===== src/rtl/tagmem_pkg.sv =====
// Shared constants and types for the tag-routed memory controller.
// Assumes a 32-bit pointer with a 9-bit tag on top of a 23-bit index.
package tagmem_pkg;
    localparam int ADDR_W   = 32;
    localparam int TAG_W    = 9;
    localparam int IDX_W    = 23;
    localparam int TAG_NULL = 0;
    localparam int TAG_EXT  = 1;
    localparam int TAG_BASE = 2;

    // Source that drives the response data in the cycle after acceptance
    typedef enum logic [1:0] {
        SRC_NONE = 2'd0,
        SRC_RAM  = 2'd1,
        SRC_ZERO = 2'd2,
        SRC_EXT  = 2'd3
    } rsp_src_e;
endpackage


===== src/rtl/tagmem_decode.sv =====
// Pointer decoder: splits the tag and index, and finds which local RAM
// (if any) owns the tag with the index in range.
// Assumes DEPTH fits in the index field. Purely combinational.
module tagmem_decode
    import tagmem_pkg::*;
#(
    parameter int NUM_RAMS = 2,
    parameter int DEPTH    = 100,
    parameter int SEL_W    = 1
) (
    input  logic [ADDR_W-1:0]   addr,
    output logic [NUM_RAMS-1:0] hit,
    output logic [SEL_W-1:0]    sel_num,
    output logic [IDX_W-1:0]    idx,
    output logic                is_ext,
    output logic                is_err
);
    localparam logic [IDX_W-1:0] DEPTH_V = IDX_W'(DEPTH);
    localparam logic [TAG_W-1:0] EXT_V   = TAG_W'(TAG_EXT);

    logic [TAG_W-1:0] tag;

    assign tag = addr[ADDR_W-1 -: TAG_W];
    assign idx = addr[IDX_W-1:0];

    // one comparator per RAM: tag match plus range check
    for (genvar k = 0; k < NUM_RAMS; k++) begin : g_hit
        localparam logic [TAG_W-1:0] MY_TAG = TAG_W'(TAG_BASE + k);
        assign hit[k] = (tag == MY_TAG) && (idx < DEPTH_V);
    end

    assign is_ext = (tag == EXT_V);
    assign is_err = !is_ext && (hit == '0);

    // encode the one-hot hit into a lane number for the return multiplexer
    always_comb begin
        sel_num = '0;
        for (int k = 0; k < NUM_RAMS; k++) begin
            if (hit[k]) sel_num = SEL_W'(k);
        end
    end
endmodule


===== src/rtl/tagmem_rdmux.sv =====
// Response data multiplexer: picks one RAM lane, zero, or the captured
// off-chip data, steered by the source and lane registered at acceptance.
// Assumes the RAMs present read data one cycle after enable.
module tagmem_rdmux
    import tagmem_pkg::*;
#(
    parameter int DATA_W   = 32,
    parameter int NUM_RAMS = 2,
    parameter int SEL_W    = 1
) (
    input  logic [NUM_RAMS*DATA_W-1:0] ram_rdata,
    input  rsp_src_e                   src,
    input  logic [SEL_W-1:0]           sel,
    input  logic [DATA_W-1:0]          ext_data,
    output logic [DATA_W-1:0]          rdata
);
    logic [DATA_W-1:0] lane [NUM_RAMS];

    for (genvar k = 0; k < NUM_RAMS; k++) begin : g_lane
        assign lane[k] = ram_rdata[k*DATA_W +: DATA_W];
    end

    // select the response word by registered source
    always_comb begin
        unique case (src)
            SRC_RAM: rdata = lane[sel];
            SRC_EXT: rdata = ext_data;
            default: rdata = '0;
        endcase
    end
endmodule


===== src/rtl/tagmem_ext_port.sv =====
// Off-chip stub port: captures one request and holds it until the far
// side answers, then keeps the answer for one response cycle.
// Assumes the caller only starts when the port is not waiting.
module tagmem_ext_port
    import tagmem_pkg::*;
#(
    parameter int DATA_W = 32
) (
    input  logic              clk,
    input  logic              rst_n,
    input  logic              start,
    input  logic              start_write,
    input  logic [ADDR_W-1:0] start_addr,
    input  logic [DATA_W-1:0] start_wdata,
    input  logic              ext_rsp_valid,
    input  logic [DATA_W-1:0] ext_rsp_rdata,
    output logic              waiting,
    output logic              req_write,
    output logic [ADDR_W-1:0] req_addr,
    output logic [DATA_W-1:0] req_wdata,
    output logic              done,
    output logic [DATA_W-1:0] done_data
);
    assign done = waiting && ext_rsp_valid;

    // hold the request while waiting; capture the answer on completion
    always_ff @(posedge clk) begin
        if (!rst_n) begin
            waiting   <= 1'b0;
            req_write <= 1'b0;
            req_addr  <= '0;
            req_wdata <= '0;
            done_data <= '0;
        end else if (start && !waiting) begin
            waiting   <= 1'b1;
            req_write <= start_write;
            req_addr  <= start_addr;
            req_wdata <= start_wdata;
        end else if (done) begin
            waiting   <= 1'b0;
            done_data <= req_write ? '0 : ext_rsp_rdata;
        end
    end
endmodule


===== src/rtl/tagmem_ctrl.sv =====
// Tag-routed shared memory controller: routes each tagged load or store
// to one local RAM, the off-chip stub, or the error path, and returns
// one response per accepted request.
// Assumes single-cycle synchronous-read RAMs and DEPTH below 2**23.
module tagmem_ctrl
    import tagmem_pkg::*;
#(
    parameter int DATA_W   = 32,
    parameter int NUM_RAMS = 2,
    parameter int DEPTH    = 100
) (
    input  logic                       clk,
    input  logic                       rst_n,
    input  logic                       req_valid,
    input  logic                       req_write,
    input  logic [31:0]                req_addr,
    input  logic [DATA_W-1:0]          req_wdata,
    output logic                       rsp_valid,
    output logic [DATA_W-1:0]          rsp_rdata,
    output logic                       busy,
    output logic                       err_flag,
    output logic [NUM_RAMS-1:0]        ram_en,
    output logic [NUM_RAMS-1:0]        ram_we,
    output logic [NUM_RAMS*23-1:0]     ram_addr,
    output logic [NUM_RAMS*DATA_W-1:0] ram_wdata,
    input  logic [NUM_RAMS*DATA_W-1:0] ram_rdata,
    output logic                       ext_req_valid,
    output logic                       ext_req_write,
    output logic [31:0]                ext_req_addr,
    output logic [DATA_W-1:0]          ext_req_wdata,
    input  logic                       ext_rsp_valid,
    input  logic [DATA_W-1:0]          ext_rsp_rdata
);
    localparam int SEL_W = (NUM_RAMS > 1) ? $clog2(NUM_RAMS) : 1;

    logic [NUM_RAMS-1:0] hit;
    logic [SEL_W-1:0]    sel_num;
    logic [SEL_W-1:0]    sel_q;
    logic [IDX_W-1:0]    idx;
    logic                is_ext;
    logic                is_err;
    logic                accept;
    logic                local_acc;
    logic                ext_wait;
    logic                ext_done;
    logic [DATA_W-1:0]   ext_data;
    rsp_src_e            src_q;

    tagmem_decode #(
        .NUM_RAMS (NUM_RAMS),
        .DEPTH    (DEPTH),
        .SEL_W    (SEL_W)
    ) u_dec (
        .addr    (req_addr),
        .hit     (hit),
        .sel_num (sel_num),
        .idx     (idx),
        .is_ext  (is_ext),
        .is_err  (is_err)
    );

    assign accept    = req_valid && !ext_wait;
    assign local_acc = accept && !is_ext;

    // per-RAM strobes and lanes; idle lanes are held at zero
    for (genvar k = 0; k < NUM_RAMS; k++) begin : g_lane
        assign ram_en[k] = accept && hit[k];
        assign ram_we[k] = accept && hit[k] && req_write;
        assign ram_addr[k*IDX_W +: IDX_W]   = ram_en[k] ? idx : '0;
        assign ram_wdata[k*DATA_W +: DATA_W] = ram_we[k] ? req_wdata : '0;
    end

    tagmem_ext_port #(
        .DATA_W (DATA_W)
    ) u_ext (
        .clk           (clk),
        .rst_n         (rst_n),
        .start         (accept && is_ext),
        .start_write   (req_write),
        .start_addr    (req_addr),
        .start_wdata   (req_wdata),
        .ext_rsp_valid (ext_rsp_valid),
        .ext_rsp_rdata (ext_rsp_rdata),
        .waiting       (ext_wait),
        .req_write     (ext_req_write),
        .req_addr      (ext_req_addr),
        .req_wdata     (ext_req_wdata),
        .done          (ext_done),
        .done_data     (ext_data)
    );

    assign busy          = ext_wait;
    assign ext_req_valid = ext_wait;

    // response bookkeeping: valid, data source, lane and sticky error
    always_ff @(posedge clk) begin
        if (!rst_n) begin
            rsp_valid <= 1'b0;
            src_q     <= SRC_NONE;
            sel_q     <= '0;
            err_flag  <= 1'b0;
        end else begin
            rsp_valid <= local_acc || ext_done;
            if (ext_done)
                src_q <= SRC_EXT;
            else if (local_acc)
                src_q <= (is_err || req_write) ? SRC_ZERO : SRC_RAM;
            else
                src_q <= SRC_NONE;
            if (local_acc) sel_q <= sel_num;
            err_flag <= err_flag || (local_acc && is_err);
        end
    end

    tagmem_rdmux #(
        .DATA_W   (DATA_W),
        .NUM_RAMS (NUM_RAMS),
        .SEL_W    (SEL_W)
    ) u_mux (
        .ram_rdata (ram_rdata),
        .src       (src_q),
        .sel       (sel_q),
        .ext_data  (ext_data),
        .rdata     (rsp_rdata)
    );
endmodule


===== config.mk =====
export PLATFORM = sky130hd
export DESIGN_NAME = tagmem_ctrl
export DESIGN_NICKNAME = d
export VERILOG_FILES = /design/src/rtl/tagmem_pkg.sv /design/src/rtl/tagmem_decode.sv /design/src/rtl/tagmem_rdmux.sv /design/src/rtl/tagmem_ext_port.sv /design/src/rtl/tagmem_ctrl.sv
export SDC_FILE = /design/constraint.sdc
export NUM_CORES = 1
export LEC_CHECK = 0
export BUFFER_PORTS_ARGS = -buffer_cell sky130_fd_sc_hd__buf_2
export CAP_MARGIN = 20
export CORE_AREA = 2 2 149 151
export DETAILED_ROUTE_END_ITERATION = 16
export DIE_AREA = 0 0 151 153
export MAX_ROUTING_LAYER = met4
export PLACE_DENSITY = 0.59
export SETUP_SLACK_MARGIN = 0.3
export SYNTH_ARGS = -nofsm -noshare
export SYNTH_HDL_FRONTEND = slang
export SYNTH_HIERARCHICAL = 1
export SYNTH_SLANG_ARGS = --single-unit

===== constraint.sdc =====
create_clock -name clk -period 5.1 [get_ports clk]
set_input_delay 0.51 -clock clk [delete_from_list [all_inputs] [get_ports clk]]
set_output_delay 0.51 -clock clk [all_outputs]
set_load 0.05 [all_outputs]

### After elaboration in Yosys (flattened, before gate mapping)

Cells that the tools add are included.

| storage, ports and cells | value |
|---|---|
| register bits after elaboration | 103 |
| input port bits | 165 |

| cells by class | value |
|---|---|
| bitwise gates (word level) | 2 |
| reduce and logical (&&, ||, !) cells | 21 |
| equal/unequal tests | 5 |
| magnitude comparators | 2 |
| multiplexer cells | 15 |

Operator list:

| cell | number |
|---|---|
| 32-bit two-way mux | 6 |
| 32-bit case mux with 2 select lines | 1 |
| 23-bit two-way mux | 2 |
| 23-bit by 7-bit less-than comparator with 1-bit output, second input constant | 1 |
| 9-bit by 2-bit == test with 1-bit output, second input constant | 2 |
| 1-bit logical AND | 13 |
| 9-bit by 1-bit == test with 1-bit output, second input constant | 1 |
| 2-bit two-way mux | 3 |
| 1-bit logical OR | 3 |
| 1-bit two-way mux | 3 |
| 2-bit by 1-bit == test with 1-bit output, second input constant | 1 |
| 2-bit == test, second input constant | 1 |
| 2-bit greater-or-equal comparator, second input constant | 1 |
| 1-bit logical NOT | 2 |
| 2-bit logical NOT | 1 |
| 1-bit NOT with 2-bit output | 1 |
| 2-bit AND reduction | 1 |
| 2-bit nonzero test | 1 |
| 1-bit NOT | 1 |

### Longest topological paths before layout

Gate-level depths: netlist of run 1.

| logic depth | value |
|---|---|
| word-level depth | 8 |
| depth in mapped cells | 9 |
| gate-level depth less buffers | 7 |

### Cells and area by module

The synthesis of run 1 kept the hierarchy.

Modules (own cells, without submodules):

| module | seq. area each (µm²) | area each (µm²) | times used | cells an instance |
|---|---|---|---|---|
| tagmem_ext_port | 1961.9 | 3822.4 | 1 | 428 |
| tagmem_rdmux | 0.0 | 1137.3 | 1 | 109 |
| tagmem_ctrl | 100.1 | 973.4 | 1 | 144 |
| tagmem_decode | 0.0 | 297.8 | 1 | 40 |

### Worst setup path after synthesis of run 1

OpenSTA, ideal clock, no wires.

| timing path | value |
|---|---|
| path kind | input to output |
| start | in req_addr[3] |
| end | out ram_wdata[54] |
| data required time | 4.590 ns |
| arrival time | 2.431 ns |
| cell stages on the path | 7 |
| buffers on the path | 2 |
| setup slack | 2.159 ns |
| cells stage by stage | o311ai_1 nand4b_1 nor4_1 buf_4 and4b_1 buf_2 and2_1 |

| on the way | value |
|---|---|
| longest elaborated chain between the ends | 5 |

Ends and longest elaborated chain:

| what | line | RTL |
|---|---|---|
| start, declared | tagmem_ctrl.sv:16 | `input logic [31:0] req_addr,` |
| 23-bit by 7-bit less-than comparator with 1-bit output | tagmem_decode.sv:29 | `assign hit[k] = (tag == MY_TAG) && (idx < DEPTH_V);` |
| 1-bit logical AND | tagmem_decode.sv:29 |  |
| net hit[1] | tagmem_ctrl.sv:36 | `logic [NUM_RAMS-1:0] hit;` |
| 1-bit logical AND (2 in series) | tagmem_ctrl.sv:68 | `assign ram_we[k] = accept && hit[k] && req_write;` |
| net ram_we[1] | tagmem_ctrl.sv:23 | `output logic [NUM_RAMS-1:0] ram_we,` |
| 32-bit two-way mux | tagmem_ctrl.sv:70 | `assign ram_wdata[k*DATA_W +: DATA_W] = ram_we[k] ? req_wdata : '0;` |
| end, declared | tagmem_ctrl.sv:25 | `output logic [NUM_RAMS*DATA_W-1:0] ram_wdata,` |

The timed path passes the listed nets, and every way through them passes these cells.

### Final worst setup path of run 1

| timing path | value |
|---|---|
| start | in req_addr[30] |
| end | out ram_wdata[1] |

| on the way | value |
|---|---|
| longest elaborated chain between the ends | 5 |

Ends and longest elaborated chain:

| what | line |
|---|---|
| 9-bit by 2-bit == test with 1-bit output | tagmem_decode.sv:29 |
| 1-bit logical AND | tagmem_decode.sv:29 |
| net hit[0] | tagmem_ctrl.sv:36 |
| 1-bit logical AND (2 in series) | tagmem_ctrl.sv:68 |
| 32-bit two-way mux | tagmem_ctrl.sv:70 |

The timed path passes the listed nets, and every way through them passes these cells.

==> results of run 1 <==
-- power by group through the flow --
stage / Combinational, mW / Clock [mW] / Sequential, mW
after floorplan: 0.0724 / 0 / 0.830
after global placement: 0.159 / 0 / 0.825
after detailed placement: 0.160 / 0 / 0.825
after CTS: 0.161 / 0.677 / 0.806
after global routing: 0.172 / 0.703 / 0.806
final: 0.158 / 0.641 / 0.806
-- layout make-up --
| class | instances | share of cell area (%) |
|---|---|---|
| Tap cell | 280 | 4.20 |
| Inverter | 4 | 0.180 |
| Antenna cell | 1 | 0.0300 |
| Clock buffer | 12 | 2.84 |
| Timing Repair Buffer | 387 | 24.0 |
| Clock inverter | 4 | 0.390 |
| Sequential cell | 103 | 24.8 |
| Multi-Input combinational cell | 533 | 43.6 |
-- how the worst max path moves through the flow --
stage / endpoint / cells after the start / from / slack [ns]
3_5_place_dp: ram_wdata[35] / 7 / req_addr[30] / 1.38
2_1_floorplan: ram_wdata[54] / 7 / req_addr[3] / 2.16
3_3_place_gp: ram_wdata[43] / 7 / req_addr[29] / 1.52
4_1_cts: ram_wdata[35] / 7 / req_addr[30] / 1.34
5_1_grt: ram_wdata[12] / 7 / req_addr[3] / 1.29
6_report: ram_wdata[1] / 7 / req_addr[30] / 1.63
-- kinds of logic (layout without fill, tap and decap cells) --
family / count (synthesis) / after routing / share of synthesized area (%)
DFF: 103 / 103 / 33.1
other: 0 / 1 / 0
and+or+nand+nor: 363 / 363 / 31.5
muxes: 33 / 33 / 7.75
buffers and inverters: 85 / 407 / 8.67
AOI/OAI and AO/OA: 137 / 137 / 19.0
-- metrics by stage --
stage,cells,util [%]
3_5_place_dp,1306,37.4
5_1_grt,1324,38.8
3_3_place_gp,1305,37.3
4_1_cts,1322,38.7
2_1_floorplan,721,-
6_report,1324,38.8
-- per-layer routing --
layer / global-route usage (%) / up-vias
met3: 4.09 / 10
met5: - / -
met2: 28.0 / 231
met4: 3.03 / 0
met1: 20.5 / 2655
li1: - / 3006
-- flip-flops by register name (all words and copies together), names as in the netlist --
register,flops
u_ext/req_write,1
err_flag,1
u_ext/req_addr,32
u_ext/req_wdata,32
rsp_valid,1
sel_q,1
u_ext/waiting,1
src_q,2
u_ext/done_data,32
-- layout by cell type, fill, tap and decap left out, types with 2 or more instances in the layout --
cell	Yosys	final
buf_2	12	379
nand2_1	164	164
and2_1	110	110
dfxtp_1	103	101
a21boi_1	55	55
nand3b_1	32	32
o211a_1	32	32
mux2_4	30	30
a21boi_0	22	22
or2b_1	21	21
a21boi_2	20	20
nand2b_1	12	11
clkbuf_16	0	9
buf_4	40	6
nor3_1	4	4
nor4_1	4	4
and3b_1	3	3
inv_1	3	3
clkbuf_1	25	3
and4b_1	2	2
a211oi_1	2	2
clkinvlp_4	0	2
clkinv_4	0	2
dfxtp_2	0	2
nand2_2	2	2
nand3_1	2	2
mux2_2	2	2
buf_16	0	2
-- critical path, cell delays in order --
cell and delay (ns):
buf_2 0.11, nor3_1 0.48, nand2_2 0.12, nor4_1 0.33, and4b_1 0.88, and2_1 0.23, buf_2 0.26
==> flow_metrics.py, run 1 <==
metrics = {
    "run_status": {
        "outcome": "completed",
    },
    "logic_synthesis": {
        "synth_edf_count": 0,
        "yosysMostFrequentCell": "nand2_1",
        "syn-cell-area_um2": 6230,
        "ys_seq_area_share_pct": 33.1,
        "ys.flop_type": "dfxtp_1",
        "async_flop_share_pct": 0,
        "synth_seq_cells": 103,
        "synth_area_leaders": "dfxtp_1 (33%), and2_1 (11%), nand2_1 (9.9%), mux2_4 (7.2%), a21boi_1 (6.6%)",
        "synth_fp_nets": 886,
        "yosys.area.top_type": "dfxtp_1",
        "yosysWarnings": 6,
        "synth_top_area_share_pct": 33.1,
        "ys_top_cells_by_count": "nand2_1 (164), and2_1 (110), dfxtp_1 (103)",
        "synth_cell_types": 40,
        "netlist_instances": 721,
        "avgSynthCellArea_um2": 8.64,
    },
    "timing": {
        "max_slew_margin_pct": 36.1,
        "fin_crit_sh_pct": 68.0,
        "slew_violations": 0,
        "whs_ns": 0.416,
        "rsz0062_at_grt": "false",
        "min_period_ns": 3.47,
        "max_freq_mhz": 288,
        "worstMarginPinSlew_ns": 0.957,
        "setup_viol": 0,
        "fin_skew_ns": 0.00668,
        "finalSetupTns_ns": 0,
        "hold_viol_final": 0,
        "worst_slack_ns": 1.63,
    },
    "worst_hold_path": {
        "hold_path_class": "in2reg",
        "hold_depth": 3,
        "min_to": "u_ext/req_wdata[8]",
        "hold_start": "req_wdata[8]",
    },
    "flow_run": {
        "drv_cap": 0,
    },
    "finish": {
        "final_nets": 1203,
        "design_area_um2": 8340,
        "area_growth_pct": 33.8,
        "multiInputGateArea_um2": 3640,
        "fillers": 2272,
        "drive_above_1_share_pct": 44.4,
        "seqCellArea_um2": 2060,
    },
    "drt": {
        "dr_total_vias": 5902,
        "wl_met2_um": 9620,
        "wl_um": 20000,
        "route.detailed.drc": 0,
        "drtAntennaViolNets": 0,
        "dr.pass1.iters": 4,
        "viasPerCell": 4.46,
        "wl_met3_um": 1330,
        "routedWlPerCell_um": 15.1,
        "routed.top_layer": "met4",
        "met1Wirelength_um": 8860,
        "drtIter0Drc": 170,
    },
    "pwr": {
        "power_frac_comb_pct": 9.8,
        "intPower_mw": 1.22,
        "swShare_pct": 23.7,
        "power.total_mw": 1.60,
        "p_per_area_nw_per_um2": 193,
        "seqPwrFrac_pct": 50.2,
        "power_frac_clock_pct": 39.9,
        "power.switching_mw": 0.381,
        "vdd_drop_max_mv": 0.129,
        "p_leak_nw": 4.36,
    },
    "clock_network": {
        "cts_root_buf": "clkbuf_16",
        "holdBufCountCts": 0,
        "clock_latency_ns": 0.35,
        "cts_tree": "yes",
        "cts_buffers": 9,
        "numClockSinks": 103,
        "h-tree-depth": 3,
        "ctsResizeCount": 0,
        "cts_setup_buffers": 0,
        "path_clk_slew_ns": 0.07,
        "ctsLongestPathBuffers": 2,
    },
    "floorplanning": {
        "die_h_um": 153,
        "std_cell_rows": 54,
        "die_area_um2": 23100,
        "start_util_pct": 29.0,
        "core_area_um2": 21500,
        "die_x_um": 151,
        "boundaryPins": 380,
    },
    "critical_path": {
        "required_ns": 4.59,
        "r2r_end": "src_q[0]",
        "endpoint_kind": "output pin",
        "r2r_setup_slack_ns": 2.61,
        "reg2reg_from": "u_ext/waiting",
        "worstSetupStartpointType": "primary input",
        "arrival_ns": 2.96,
        "crit_fanout": 33,
        "crit_type": "in2out",
        "worst_r2r_path_depth": 4,
    },
    "grt": {
        "gr-total-overflow": 0,
        "grt_pass1_vias": 5320,
        "grt_pass1_wl_um": 29600,
        "antenna_found_initial": 1,
        "grt_use_total_pct": 16.7,
        "grt_max_degree": 65,
    },
    "place": {
        "place_area_um2": 8040,
        "placement.io_buffers": 379,
        "dp_slack_ns": 1.38,
        "place_congestion": 0.752,
        "post-dp-hpwl_um": 14700,
    },
}
No activity file was read; power rests on OpenSTA's default activity.
==> inputs of run 2 (changes only) <==
- CORE_AREA: 2 2 149 151 -> 2 2 148 150
- DIE_AREA: 0 0 151 153 -> 0 0 150 152
- PLACE_DENSITY: 0.59 -> 0.62
- clock period: 5.1 -> 2.8 ns (I/O delays scaled with it)
==> flow_metrics.py, run 2 (synthesis gave the netlist of run 1 again) <==
metrics = {
    "critical_path": {
        "cp_cell_sequence": "buf_2 -> nor4_2 -> nand4b_1 -> buf_4 -> nor4_4 -> and4b_1 -> buf_12 -> and2_1 -> clkbuf_4",
        "reg2reg_from": "u_ext/waiting",
        "crit_start": "req_addr[20]",
        "required_ns": 2.52,
        "arrival_ns": 2.14,
        "worst_r2r_path_depth": 4,
        "r2r_setup_slack_ns": 0.99,
        "endpoint": "ram_wdata[29]",
        "endpoint_kind": "output pin",
        "critPathMaxStageDelay_ns": 0.32,
        "crit_type": "in2out",
        "worstSetupStartpointType": "primary input",
        "crit_fanout": 33,
        "cp_slowest_cell": "nor4_2",
        "r2r_end": "src_q[0]",
    },
    "pwr": {
        "p_per_area_nw_per_um2": 341,
        "p_leak_nw": 4.42,
        "power.total_mw": 2.97,
        "vdd_drop_max_mv": 0.243,
    },
    "grt": {
        "grt_pass1_wl_um": 30000,
        "antenna_found_initial": 2,
        "gr-total-overflow": 0,
        "grt_pass1_vias": 5820,
        "grt_use_total_pct": 16.9,
        "grt_max_degree": 65,
    },
    "clock_network": {
        "cts_tree": "yes",
        "clock_latency_ns": 0.34,
        "ctsLongestPathBuffers": 2,
        "holdBufCountCts": 0,
        "numClockSinks": 103,
        "path_clk_slew_ns": 0.08,
        "h-tree-depth": 3,
        "cts_buffers": 9,
        "cts_root_buf": "clkbuf_16",
    },
    "finish": {
        "area_growth_pct": 39.6,
        "design_area_um2": 8700,
        "final_nets": 1213,
        "stdcell_count": 1335,
        "layout_commonest_cell": "buf_2",
        "most-common-layout-cells": "buf_2 (315), nand2_1 (164), and2_1 (110)",
        "drive_above_1_share_pct": 45.5,
        "reg.largest.list": "u_ext/done_data: 32 flops, u_ext/req_addr: 32 flops, u_ext/req_wdata: 32 flops",
        "utilization_pct": 40.7,
    },
    "floorplanning": {
        "start_util_pct": 29.2,
        "die_x_um": 150,
        "die_area_um2": 22800,
        "std_cell_rows": 54,
        "core_area_um2": 21400,
        "die_h_um": 152,
        "boundaryPins": 380,
    },
    "timing": {
        "rsz0062_at_grt": "true",
        "whs_ns": 0.178,
        "fin_crit_sh_pct": 86.5,
        "finalSetupTns_ns": 0,
        "worst_slack_ns": 0.378,
        "fin_skew_ns": 0.00749,
        "max_freq_mhz": 413,
        "hold_viol_final": 0,
        "slew_violations": 0,
        "max_slew_margin_pct": 56.4,
        "setup_viol": 0,
        "worstMarginPinSlew_ns": 0.654,
        "min_period_ns": 2.42,
    },
    "place": {
        "dp_slack_ns": 0.128,
        "place_congestion": 0.758,
        "placed_cells": 1315,
        "post-dp-hpwl_um": 14600,
        "placement.io_buffers": 379,
        "place_area_um2": 8170,
    },
    "drt": {
        "wl_um": 20100,
        "dr.pass1.iters": 4,
        "dr_total_vias": 6092,
        "drtIter0Drc": 191,
        "viasPerCell": 4.56,
        "drtAntennaViolNets": 0,
        "route.detailed.drc": 0,
        "routedWlPerCell_um": 15.0,
    },
    "flow_run": {
        "drv_cap": 0,
    },
    "worst_hold_path": {
        "hold_path_class": "in2reg",
    },
    "run_status": {
        "outcome": "completed",
    },
}
==> run 2: cell types whose count changed in the layout (fill, tap and decap cells not counted), moves of 2 or more <==
cell      before  now
buf_6          0    2
nor4_4         1    3
buf_12         0    7
buf_2        379  315
nor4_1         4    1
buf_4          6   42
buf_16         2    0
clkbuf_4       0   31
==> run 2: worst min-delay path by stage <==
| stage | from | end | slack, ns | depth (start not counted) |
|---|---|---|---|---|
| after floorplan | rst_n | err_flag | 0.40 | 1 |
| after global placement | u_ext/done_data[28] | u_ext/done_data[28] | 0.43 | 2 |
| after detailed placement | u_ext/done_data[8] | u_ext/done_data[8] | 0.44 | 2 |
| after CTS | req_wdata[9] | u_ext/req_wdata[9] | 0.16 | 3 |
| after global routing | req_wdata[2] | u_ext/req_wdata[2] | 0.18 | 3 |
| final | req_wdata[21] | u_ext/req_wdata[21] | 0.18 | 3 |
==> run 2: power by group <==
group | internal [mW] | switching [mW]
clock | 0.631 | 0.568
sequential | 1.47 | 0.00168
combinational | 0.161 | 0.141
==> run 2: timing repair <==
action,CTS,global route
gates resized for setup,3,104
setup buffers,0,2
pin swaps,0,4
setup endpoints to repair,111,78
==> run 2: area by class of cell <==
| type | count | area, µm² |
|---|---|---|
| fillers | 2208 | 12700 |
| well taps | 280 | 350 |
| repair buffers | 397 | 2290 |
| flip-flops and latches | 103 | 2060 |
| multi-input cells | 533 | 3700 |
| inverters | 4 | 15.0 |
| clock inverters | 4 | 31.3 |
| clock buffers | 12 | 246 |
| diodes | 2 | 5.00 |
==> run 2: metal layers <==
layer	GRT usage [%]	up-vias	part of all wire [%]
met3	3.78	23	7.9
met5	-	-	0
met4	5.26	0	1.7
li1	-	3027	-
met1	19.3	2783	42
met2	29.3	259	49
==> run 2: critical path: cells and delay by family <==
| family | cells | cell delay, ns |
|---|---|---|
| buffers and inverters | 4 | 0.69 |
| and+or+nand+nor | 5 | 1.14 |
==> inputs of run 3 (changes only) <==
- RECOVER_POWER: unset -> 100
==> flow_metrics.py, run 3 (synthesis gave the netlist of run 1 again) <==
metrics = {
    "clock_network": {
        "numClockSinks": 103,
        "ctsLongestPathBuffers": 2,
        "path_clk_slew_ns": 0.08,
        "cts_tree": "yes",
        "h-tree-depth": 3,
        "cts_buffers": 9,
        "clock_latency_ns": 0.35,
        "cts_root_buf": "clkbuf_16",
    },
    "finish": {
        "design_area_um2": 8410,
        "layout_commonest_cell": "buf_2",
        "area_growth_pct": 34.9,
        "reg.largest.list": "u_ext/done_data: 32 flops, u_ext/req_addr: 32 flops, u_ext/req_wdata: 32 flops",
        "most-common-layout-cells": "buf_2 (173), nand2_1 (165), and2_1 (110)",
        "drive_above_1_share_pct": 33.9,
        "final_nets": 1213,
    },
    "grt": {
        "gr-total-overflow": 0,
        "grt.busiest_layer": "met2",
        "antenna_found_initial": 2,
        "grt_use_total_pct": 16.9,
        "grt_pass1_vias": 5820,
        "use_met1_pct": 19.3,
        "grt_pass1_wl_um": 30000,
        "use_met2_pct": 29.3,
        "grt_max_degree": 65,
        "met3_usage_pct": 3.78,
    },
    "flow_run": {
        "drv_cap": 0,
    },
    "critical_path": {
        "required_ns": 2.52,
        "r2r_setup_slack_ns": 0.65,
        "worst_r2r_path_depth": 4,
        "arrival_ns": 2.30,
        "crit_type": "in2out",
        "endpoint_kind": "output pin",
        "crit_fanout": 24,
        "worstSetupStartpointType": "primary input",
    },
    "timing": {
        "finalSetupTns_ns": 0,
        "worst_slack_ns": 0.216,
        "slew_violations": 0,
        "fin_crit_sh_pct": 92.3,
        "max_freq_mhz": 387,
        "min_period_ns": 2.58,
        "worstMarginPinSlew_ns": 1.17,
        "fin_skew_ns": 0.00789,
        "max_slew_margin_pct": 22.1,
        "rsz0062_at_grt": "true",
        "setup_viol": 0,
        "hold_viol_final": 0,
    },
    "pwr": {
        "p_leak_nw": 3.88,
        "vdd_drop_max_mv": 0.244,
        "power.total_mw": 2.96,
        "p_per_area_nw_per_um2": 353,
    },
    "run_status": {
        "outcome": "completed",
    },
    "floorplanning": {
        "die_h_um": 152,
        "die_x_um": 150,
        "boundaryPins": 380,
        "std_cell_rows": 54,
        "die_area_um2": 22800,
        "start_util_pct": 29.2,
        "core_area_um2": 21400,
    },
    "drt": {
        "viasPerCell": 4.55,
        "wl_um": 20100,
        "dr_total_vias": 6071,
        "dr.pass1.iters": 4,
        "routedWlPerCell_um": 15.0,
        "drtAntennaViolNets": 0,
        "route.detailed.drc": 0,
        "drtIter0Drc": 178,
    },
    "worst_hold_path": {
        "hold_depth": 3,
        "hold_path_class": "in2reg",
    },
    "place": {
        "place_congestion": 0.758,
        "place_area_um2": 8170,
        "dp_slack_ns": 0.128,
        "placement.io_buffers": 379,
        "post-dp-hpwl_um": 14600,
    },
}
## run 3: cell type report
class	count	area (µm²)
diodes	2	5.00
clock inverters	4	31.3
repair buffers	397	2080
flip-flops and latches	103	2060
clock buffers	12	246
fillers	2302	12900
inverters	4	15.0
well taps	280	350
multi-input cells	533	3610
## run 3: worst paths after layout
path | from | end
setup / recovery | req_addr[20] | ram_en[0]
hold / removal | req_wdata[9] | u_ext/req_wdata[9]
setup reg to reg | u_ext/waiting | src_q[0]
hold reg to reg | u_ext/req_wdata[22] | u_ext/req_wdata[22]
## run 3: where the power goes
part           switching, mW  leakage (nW)  total [mW]  internal (mW)
registers            0.00174         0.831        1.47           1.47
clock network          0.568         0.125        1.20          0.631
logic                  0.140          2.92       0.296          0.157
total                  0.709          3.88        2.96           2.25
## run 3: metal layers
| layer | wire, µm | share of wire [%] | vias to the layer above |
|---|---|---|---|
| li1 | - | - | 3025 |
| met1 | 8500 | 42 | 2769 |
| met2 | 9690 | 48 | 254 |
| met3 | 1520 | 7.6 | 23 |
| met4 | 345 | 1.7 | 0 |
| met5 | 0 | 0 | - |
## run 3: what timing repair did
item                       CTS  global route
pin swaps                    0             4
buffers inserted             0             2
cloned                       0             0
setup endpoints to repair  111            78
hold buffers                 0             0
resized for setup            3           104
## run 3: critical path, cell delays in order
cell and delay [ns]:
buf_2 0.12, nor4_2 0.31, nand4b_1 0.13, buf_4 0.17, nor4_1 0.39, and3b_1 0.26
buf_12 0.15, clkbuf_1 0.47
## run 3: through the flow
stage / hold slack [ns] / cells / utilization, %
finish: 0.180 / 1335 / 39.4
global route: 0.178 / 1335 / 39.4
CTS: 0.162 / 1331 / 39.7
detailed placement: 0.437 / 1315 / 38.3
global placement: 0.434 / 1315 / 38.3
floorplan: 0.398 / 721 / -
